--- config.mk ---
export PLATFORM = sky130hd
export DESIGN_NAME = sizereg_file
export DESIGN_NICKNAME = d
export VERILOG_FILES = /design/src/rtl/sizereg_pkg.sv /design/src/rtl/rf_mode_track.sv /design/src/rtl/rf_write_merge.sv /design/src/rtl/rf_read_port.sv /design/src/rtl/sizereg_file.sv
export SDC_FILE = /design/constraint.sdc
export NUM_CORES = 2
export LEC_CHECK = 0
export ABC_CLOCK_PERIOD_IN_PS = 10700
export BUFFER_PORTS_ARGS = -buffer_cell sky130_fd_sc_hd__buf_2
export CORE_ASPECT_RATIO = 1.5
export CORE_MARGIN = 2
export CORE_UTILIZATION = 50
export DETAILED_ROUTE_END_ITERATION = 16
export GPL_TIMING_DRIVEN = 0
export PLACE_DENSITY = 0.76
export SKIP_CTS_REPAIR_TIMING = 1
export SLEW_MARGIN = 20
export SYNTH_ARGS = -nofsm -noshare
export SYNTH_HDL_FRONTEND = slang
export SYNTH_SLANG_ARGS = --single-unit
--- constraint.sdc ---
create_clock -name clk -period 10.7 [get_ports clk]
set_input_delay 2.675 -clock clk [delete_from_list [all_inputs] [get_ports clk]]
set_output_delay 2.675 -clock clk [all_outputs]
set_load 0.02 [all_outputs]
--- src/rtl/sizereg_pkg.sv ---
package sizereg_pkg;
  localparam int XLEN = 64;
  localparam int HALF = XLEN / 2;

  typedef logic [XLEN-1:0] word_t;

  typedef enum logic [1:0] {
    SZ_BYTE = 2'b00,
    SZ_HALF = 2'b01,
    SZ_WORD = 2'b10,
    SZ_QUAD = 2'b11
  } opsize_e;

  // bits a write of the given size replaces
  function automatic word_t size_mask(opsize_e sz);
    case (sz)
      SZ_BYTE: return word_t'({8{1'b1}});
      SZ_HALF: return word_t'({16{1'b1}});
      SZ_WORD: return word_t'({HALF{1'b1}});
      default: return '1;
    endcase
  endfunction

  // merge rule: doubleword writes zero the top half, short writes keep it
  function automatic word_t merge_write(word_t old, word_t data, opsize_e sz);
    word_t m;
    word_t r;
    m = size_mask(sz);
    r = (old & ~m) | (data & m);
    if (sz == SZ_WORD) r[XLEN-1:HALF] = '0;
    return r;
  endfunction

  // value seen at a read port for the current mode
  function automatic word_t mode_view(word_t v, logic wide);
    return wide ? v : {{HALF{1'b0}}, v[HALF-1:0]};
  endfunction
endpackage

--- src/rtl/rf_mode_track.sv ---
module rf_mode_track (
  input  logic clk,
  input  logic rst,
  input  logic wide_mode,
  output logic leave_pulse
);
  logic wide_q;

  always_ff @(posedge clk) begin
    if (rst) wide_q <= 1'b0;
    else     wide_q <= wide_mode;
  end

  assign leave_pulse = wide_q & ~wide_mode;

  AST_LEAVE_SINGLE: assert property (@(posedge clk) disable iff (rst)
    leave_pulse |=> !leave_pulse);
endmodule

--- src/rtl/rf_write_merge.sv ---
module rf_write_merge
  import sizereg_pkg::*;
(
  input  logic    wide_mode,
  input  logic    wr_en,
  input  opsize_e wr_size,
  input  logic    scan_zero,
  input  word_t   wr_data,
  input  word_t   old_val,
  input  logic    old_hi_def,
  output logic    fire,
  output word_t   new_val,
  output logic    new_hi_def
);
  logic scan_fire;
  logic size_legal;

  assign scan_fire  = wr_en & scan_zero & wide_mode;
  assign size_legal = wide_mode | (wr_size != SZ_QUAD);
  assign fire       = scan_zero ? scan_fire : (wr_en & size_legal);

  always_comb begin
    if (scan_fire) begin
      new_val    = {{HALF{1'b0}}, old_val[HALF-1:0]};
      new_hi_def = 1'b1;
    end else begin
      new_val    = merge_write(old_val, wr_data, wr_size);
      new_hi_def = (wide_mode && (wr_size == SZ_WORD || wr_size == SZ_QUAD))
                   ? 1'b1 : old_hi_def;
    end
  end
endmodule

--- src/rtl/rf_read_port.sv ---
module rf_read_port
  import sizereg_pkg::*;
#(
  parameter int NUM_REGS = 16,
  localparam int AW = $clog2(NUM_REGS)
) (
  input  logic          clk,
  input  logic          rst,
  input  logic          wide_mode,
  input  logic [AW-1:0] rd_addr,
  input  word_t         regs [NUM_REGS],
  input  logic [NUM_REGS-1:0] hi_def,
  input  logic          byp_fire,
  input  logic [AW-1:0] byp_addr,
  input  word_t         byp_val,
  input  logic          byp_hi_def,
  output word_t         rd_data,
  output logic          rd_hi_def
);
  logic  hit;
  word_t raw;
  logic  raw_def;

  assign hit = byp_fire && (byp_addr == rd_addr);

  always_comb begin
    raw     = hit ? byp_val    : regs[rd_addr];
    raw_def = hit ? byp_hi_def : hi_def[rd_addr];
  end

  assign rd_data   = mode_view(raw, wide_mode);
  assign rd_hi_def = wide_mode & raw_def;

  AST_NARROW_HI_ZERO: assert property (@(posedge clk) disable iff (rst)
    !wide_mode |-> (rd_data[XLEN-1:HALF] == '0) && !rd_hi_def);
endmodule

--- src/rtl/sizereg_file.sv ---
module sizereg_file
  import sizereg_pkg::*;
#(
  parameter int NUM_REGS = 16,
  localparam int AW = $clog2(NUM_REGS)
) (
  input  logic            clk,
  input  logic            rst,
  input  logic            wide_mode,
  input  logic            wr_en,
  input  logic [AW-1:0]   wr_addr,
  input  logic [1:0]      wr_size,
  input  logic            scan_zero,
  input  logic [XLEN-1:0] wr_data,
  input  logic [AW-1:0]   rd_addr_a,
  output logic [XLEN-1:0] rd_data_a,
  output logic            rd_hi_def_a,
  input  logic [AW-1:0]   rd_addr_b,
  output logic [XLEN-1:0] rd_data_b,
  output logic            rd_hi_def_b
);
  word_t               regs   [NUM_REGS];
  logic [NUM_REGS-1:0] hi_def;
  logic                leave_pulse;
  logic                wr_fire;
  word_t               wr_new;
  logic                wr_new_def;
  opsize_e             size_e;

  assign size_e = opsize_e'(wr_size);

  rf_mode_track u_mode (
    .clk(clk), .rst(rst), .wide_mode(wide_mode), .leave_pulse(leave_pulse)
  );

  rf_write_merge u_merge (
    .wide_mode(wide_mode), .wr_en(wr_en), .wr_size(size_e),
    .scan_zero(scan_zero), .wr_data(wr_data),
    .old_val(regs[wr_addr]), .old_hi_def(hi_def[wr_addr]),
    .fire(wr_fire), .new_val(wr_new), .new_hi_def(wr_new_def)
  );

  for (genvar i = 0; i < NUM_REGS; i++) begin : g_reg
    logic  sel;
    word_t nxt;
    logic  nxt_def;

    assign sel = wr_fire && (wr_addr == AW'(i));

    always_comb begin
      nxt     = regs[i];
      nxt_def = hi_def[i];
      if (sel) begin
        nxt     = wr_new;
        nxt_def = wr_new_def;
      end
      if (leave_pulse) begin
        nxt[XLEN-1:HALF] = '0;
        nxt_def          = 1'b0;
      end
    end

    always_ff @(posedge clk) begin
      if (rst) begin
        regs[i]   <= '0;
        hi_def[i] <= 1'b1;
      end else begin
        regs[i]   <= nxt;
        hi_def[i] <= nxt_def;
      end
    end

    AST_QUAD_REPLACE: assert property (@(posedge clk) disable iff (rst)
      sel && wide_mode && !scan_zero && size_e == SZ_QUAD
      |=> regs[i] == $past(wr_data) && hi_def[i]);
    AST_WORD_UPPER_CLEAR: assert property (@(posedge clk) disable iff (rst)
      sel && wide_mode && !scan_zero && size_e == SZ_WORD
      |=> regs[i][XLEN-1:HALF] == '0 && hi_def[i]);
    AST_HALF_KEEPS_TOP: assert property (@(posedge clk) disable iff (rst)
      sel && !scan_zero && size_e == SZ_HALF && !leave_pulse
      |=> $stable(regs[i][XLEN-1:16]) && $stable(hi_def[i]));
    AST_BYTE_KEEPS_TOP: assert property (@(posedge clk) disable iff (rst)
      sel && !scan_zero && size_e == SZ_BYTE && !leave_pulse
      |=> $stable(regs[i][XLEN-1:8]) && $stable(hi_def[i]));
    AST_LEAVE_CLEARS: assert property (@(posedge clk) disable iff (rst)
      leave_pulse |=> regs[i][XLEN-1:HALF] == '0 && !hi_def[i]);
    AST_NARROW_QUAD_IGNORED: assert property (@(posedge clk) disable iff (rst)
      wr_en && !wide_mode && !scan_zero && size_e == SZ_QUAD && !leave_pulse
      |=> $stable(regs[i]) && $stable(hi_def[i]));
    AST_SCAN_KEEPS_LOW: assert property (@(posedge clk) disable iff (rst)
      sel && scan_zero
      |=> $stable(regs[i][HALF-1:0]) && regs[i][XLEN-1:HALF] == '0);
    AST_BYPASS_MATCH: assert property (@(posedge clk) disable iff (rst)
      sel && wide_mode && rd_addr_a == AW'(i)
      |=> regs[i] == $past(rd_data_a));
  end

  rf_read_port #(.NUM_REGS(NUM_REGS)) u_rd_a (
    .clk(clk), .rst(rst), .wide_mode(wide_mode), .rd_addr(rd_addr_a),
    .regs(regs), .hi_def(hi_def), .byp_fire(wr_fire), .byp_addr(wr_addr),
    .byp_val(wr_new), .byp_hi_def(wr_new_def),
    .rd_data(rd_data_a), .rd_hi_def(rd_hi_def_a)
  );

  rf_read_port #(.NUM_REGS(NUM_REGS)) u_rd_b (
    .clk(clk), .rst(rst), .wide_mode(wide_mode), .rd_addr(rd_addr_b),
    .regs(regs), .hi_def(hi_def), .byp_fire(wr_fire), .byp_addr(wr_addr),
    .byp_val(wr_new), .byp_hi_def(wr_new_def),
    .rd_data(rd_data_b), .rd_hi_def(rd_hi_def_b)
  );
endmodule

==> impl_metrics.tcl <==
set metrics [dict create \
    synth_compound_area_frac 0.1820 \
    synth_top_family_by_area "multiplexers" \
    grt_overflow 0 \
    cp-start-kind "primary input" \
    gp_congestion 1.091 \
    power_frac_seq 0.418 \
    yosysUniqueCellTypes 61 \
    clock_latency_ns 0.83 \
    rsz0062_at_grt "false" \
    hpwl_mm 231.9 \
    fp.dieH_um 430.9 \
    dieArea_um2 124300 \
    post-place-cells 7482 \
    synth_ff_type "dfxtp_1" \
    end_kind "output pin" \
    worstPathMaxFanout 10 \
    yosysMostFrequentCell "dfxtp_1" \
    track_usage 0.5256 \
    cp_data_arrival_time_ns 7.32 \
    hold_path_class "reg2reg" \
    yosys.area_share.simple 0.07721 \
    drt_iter0_markers 11180 \
    synth-seq-cells 1041 \
    timing.max_cap.violations 0 \
    fin_nets 6095 \
    cts_max_path_buffers 3 \
    initial_core_util 0.5043 \
    synthMuxAreaShare 0.3425 \
    cts_root_buf "clkbuf_16" \
    worstPathRequired_ns 8.03 \
    clkPwrFrac 0.435 \
    cts_tree "done" \
    skew_ns 0.04145 \
    vias 61840 \
    finalCritPeriodShare 0.9338 \
    synthTopCellsByCount "dfxtp_1 (1,041), o21ai_0 (841), mux4_2 (784)" \
    firstDrtPassIters 7 \
    yosys_warnings 0 \
    syn-mean-instance-area_um2 10.66 \
    drc 0 \
    status "finished clean" \
    async_reset_ff_frac 0 \
    p_comb_frac 0.147 \
    grt_pass1_wl_mm 450.6 \
    yosys-top-cells-area "dfxtp_1 (34%), mux4_2 (29%), o21ai_0 (6.9%)" \
    antenna_found_initial 28 \
    hold_viol_final 0 \
    p_int_w 0.006647 \
    ctsHtreeMaxLevel 3 \
    fin_cells 7693 \
    synthAdderAreaFrac 0 \
    seq_area_frac_synth 0.3431 \
    grt_start_max_net_pins 15 \
    finalSetupViolCount 0 \
    swShare 0.3021 \
    grt_pass1_vias 59310 \
    syn_area_um2 60730 \
    area_growth_pct 11.38 \
    drt-total-wl_mm 331.3 \
    drive_above_1_share 0.2680 \
    ios 213 \
    p_leak_nw 23.53 \
    port_buffers 204 \
    maxSlewHeadroom 0.05243 \
    cts.sinks 1041 \
    fmax_ghz 0.1001 \
    cts_buffers 107 \
    die_x_um 288.6 \
    ant_nets 0 \
    synth_nets 5779 \
    synth_cells 5696 \
    yosysTopAreaCell "dfxtp_1" \
    synth-edff-count 0 \
    min_period_ns 9.992 \
    synth_xor_area_frac 0.001154 \
    vias_per_cell 8.038 \
    whs_ns 0.4908 \
    wl_per_cell_um 43.07 \
    post-route-util 0.5617 \
    row_count 156 \
    clk_pin_slew_worst_paths_ns 0.07 \
    final-max-slew-violation-count 0 \
    p_sw_w 0.002877 \
    vdd_ir_drop_max_uv 164.1 \
    core_area_um2 120400 \
    fin_setup_tns_ns 0 \
    synth_top_cell_area_share 0.3431 \
    worst_pin_slew_ns 1.421 \
    cellPowerDensity_nw_per_um2 140.8 \
    critPathKind "in2out" \
]
power groups by stage:
stage                     clock, W  combinational [W]  sequential (W)
after floorplan                  0           0.000743         0.00404
after global placement           0            0.00127         0.00406
after detailed placement         0            0.00128         0.00406
after CTS                  0.00406            0.00129         0.00398
after global routing       0.00421            0.00138         0.00398
final                      0.00414            0.00140         0.00398
cell type report:
cell class / count / area [um^2]
fill: 10470 / 52780
multi-input combinational: 3930 / 36620
sequential: 1041 / 20840
buffer: 719 / 3369
clock buffer: 147 / 3172
tap: 1580 / 1977
timing repair buffer: 207 / 1059
clock inverter: 48 / 549.3
antenna: 15 / 37.54
inverter: 6 / 22.52
sequential cells by signal (all words and copies together) (netlist names):
register	cells
u_mode.wide_q	1
hi_def	16
regs	1024
cell families (layout without fill, tap and decap cells):
| kind of cell | after synthesis | after routing |
|---|---|---|
| AOI/OAI and AO/OA | 1835 | 1835 |
| muxes | 1083 | 1083 |
| DFF | 1041 | 1041 |
| and+or+nand+nor | 1004 | 1004 |
| buffers and inverters | 725 | 1127 |
| xor gates and xnor gates | 8 | 8 |
| other | 0 | 15 |
through the flow:
| step | setup slack (ns) | power [W] | cell area [um^2] |
|---|---|---|---|
| after detailed placement | 1.558 | 0.005344 | 63830 |
| after global placement | 1.260 | 0.005328 | 63730 |
| after floorplan | 3.130 | 0.004787 | 60730 |
| after CTS | 1.546 | 0.009321 | 67550 |
| final | 0.7083 | 0.009524 | 67650 |
| after global routing | 0.9033 | 0.009573 | 67610 |
path summary, 6_finish.rpt:
check | slack, ns | startpoint | cells past startpoint | to
worst min-delay path | 0.49 | regs[639]$_SDFFE_PP0P_ | 2 | regs[639]$_SDFFE_PP0P_
worst max register to register | 6.90 | u_mode.wide_q$_SDFF_PP0_ | 7 | regs[800]$_SDFFE_PP0P_
worst min register to register | 0.49 | regs[639]$_SDFFE_PP0P_ | 2 | regs[639]$_SDFFE_PP0P_
worst max-delay path | 0.71 | wr_addr[0] | 12 | rd_data_a[54]
cell usage in the layout (no fill, tap or decap), types with 110 or more instances in the layout:
cell type,instances
mux4_2,784
clkbuf_1,374
dfxtp_1,1041
o21ai_0,841
mux2i_1,177
nand2_1,156
clkbuf_16,110
buf_2,371
nand3_1,468
nor2_1,264
a21oi_1,410
a211oi_1,209
worst max-delay path: stages:
cell and delay [ns]:
buf_2 0.15, buf_6 0.22, buf_6 0.29, nand2b_1 0.14, clkbuf_1 0.88, clkbuf_1 1.04
o22ai_1 0.14, nor3_1 0.96, a211oi_4 0.22, buf_6 0.25, o2bb2ai_1 0.13, buf_2 0.18
per-layer routing:
layer  global-route usage  share of wire
met5                    0        0.00038
met4               0.5316           0.13
met3               0.2460           0.16
met2               0.7508           0.42
met1               0.5540           0.30
Power figures use the tool's default switching activity.
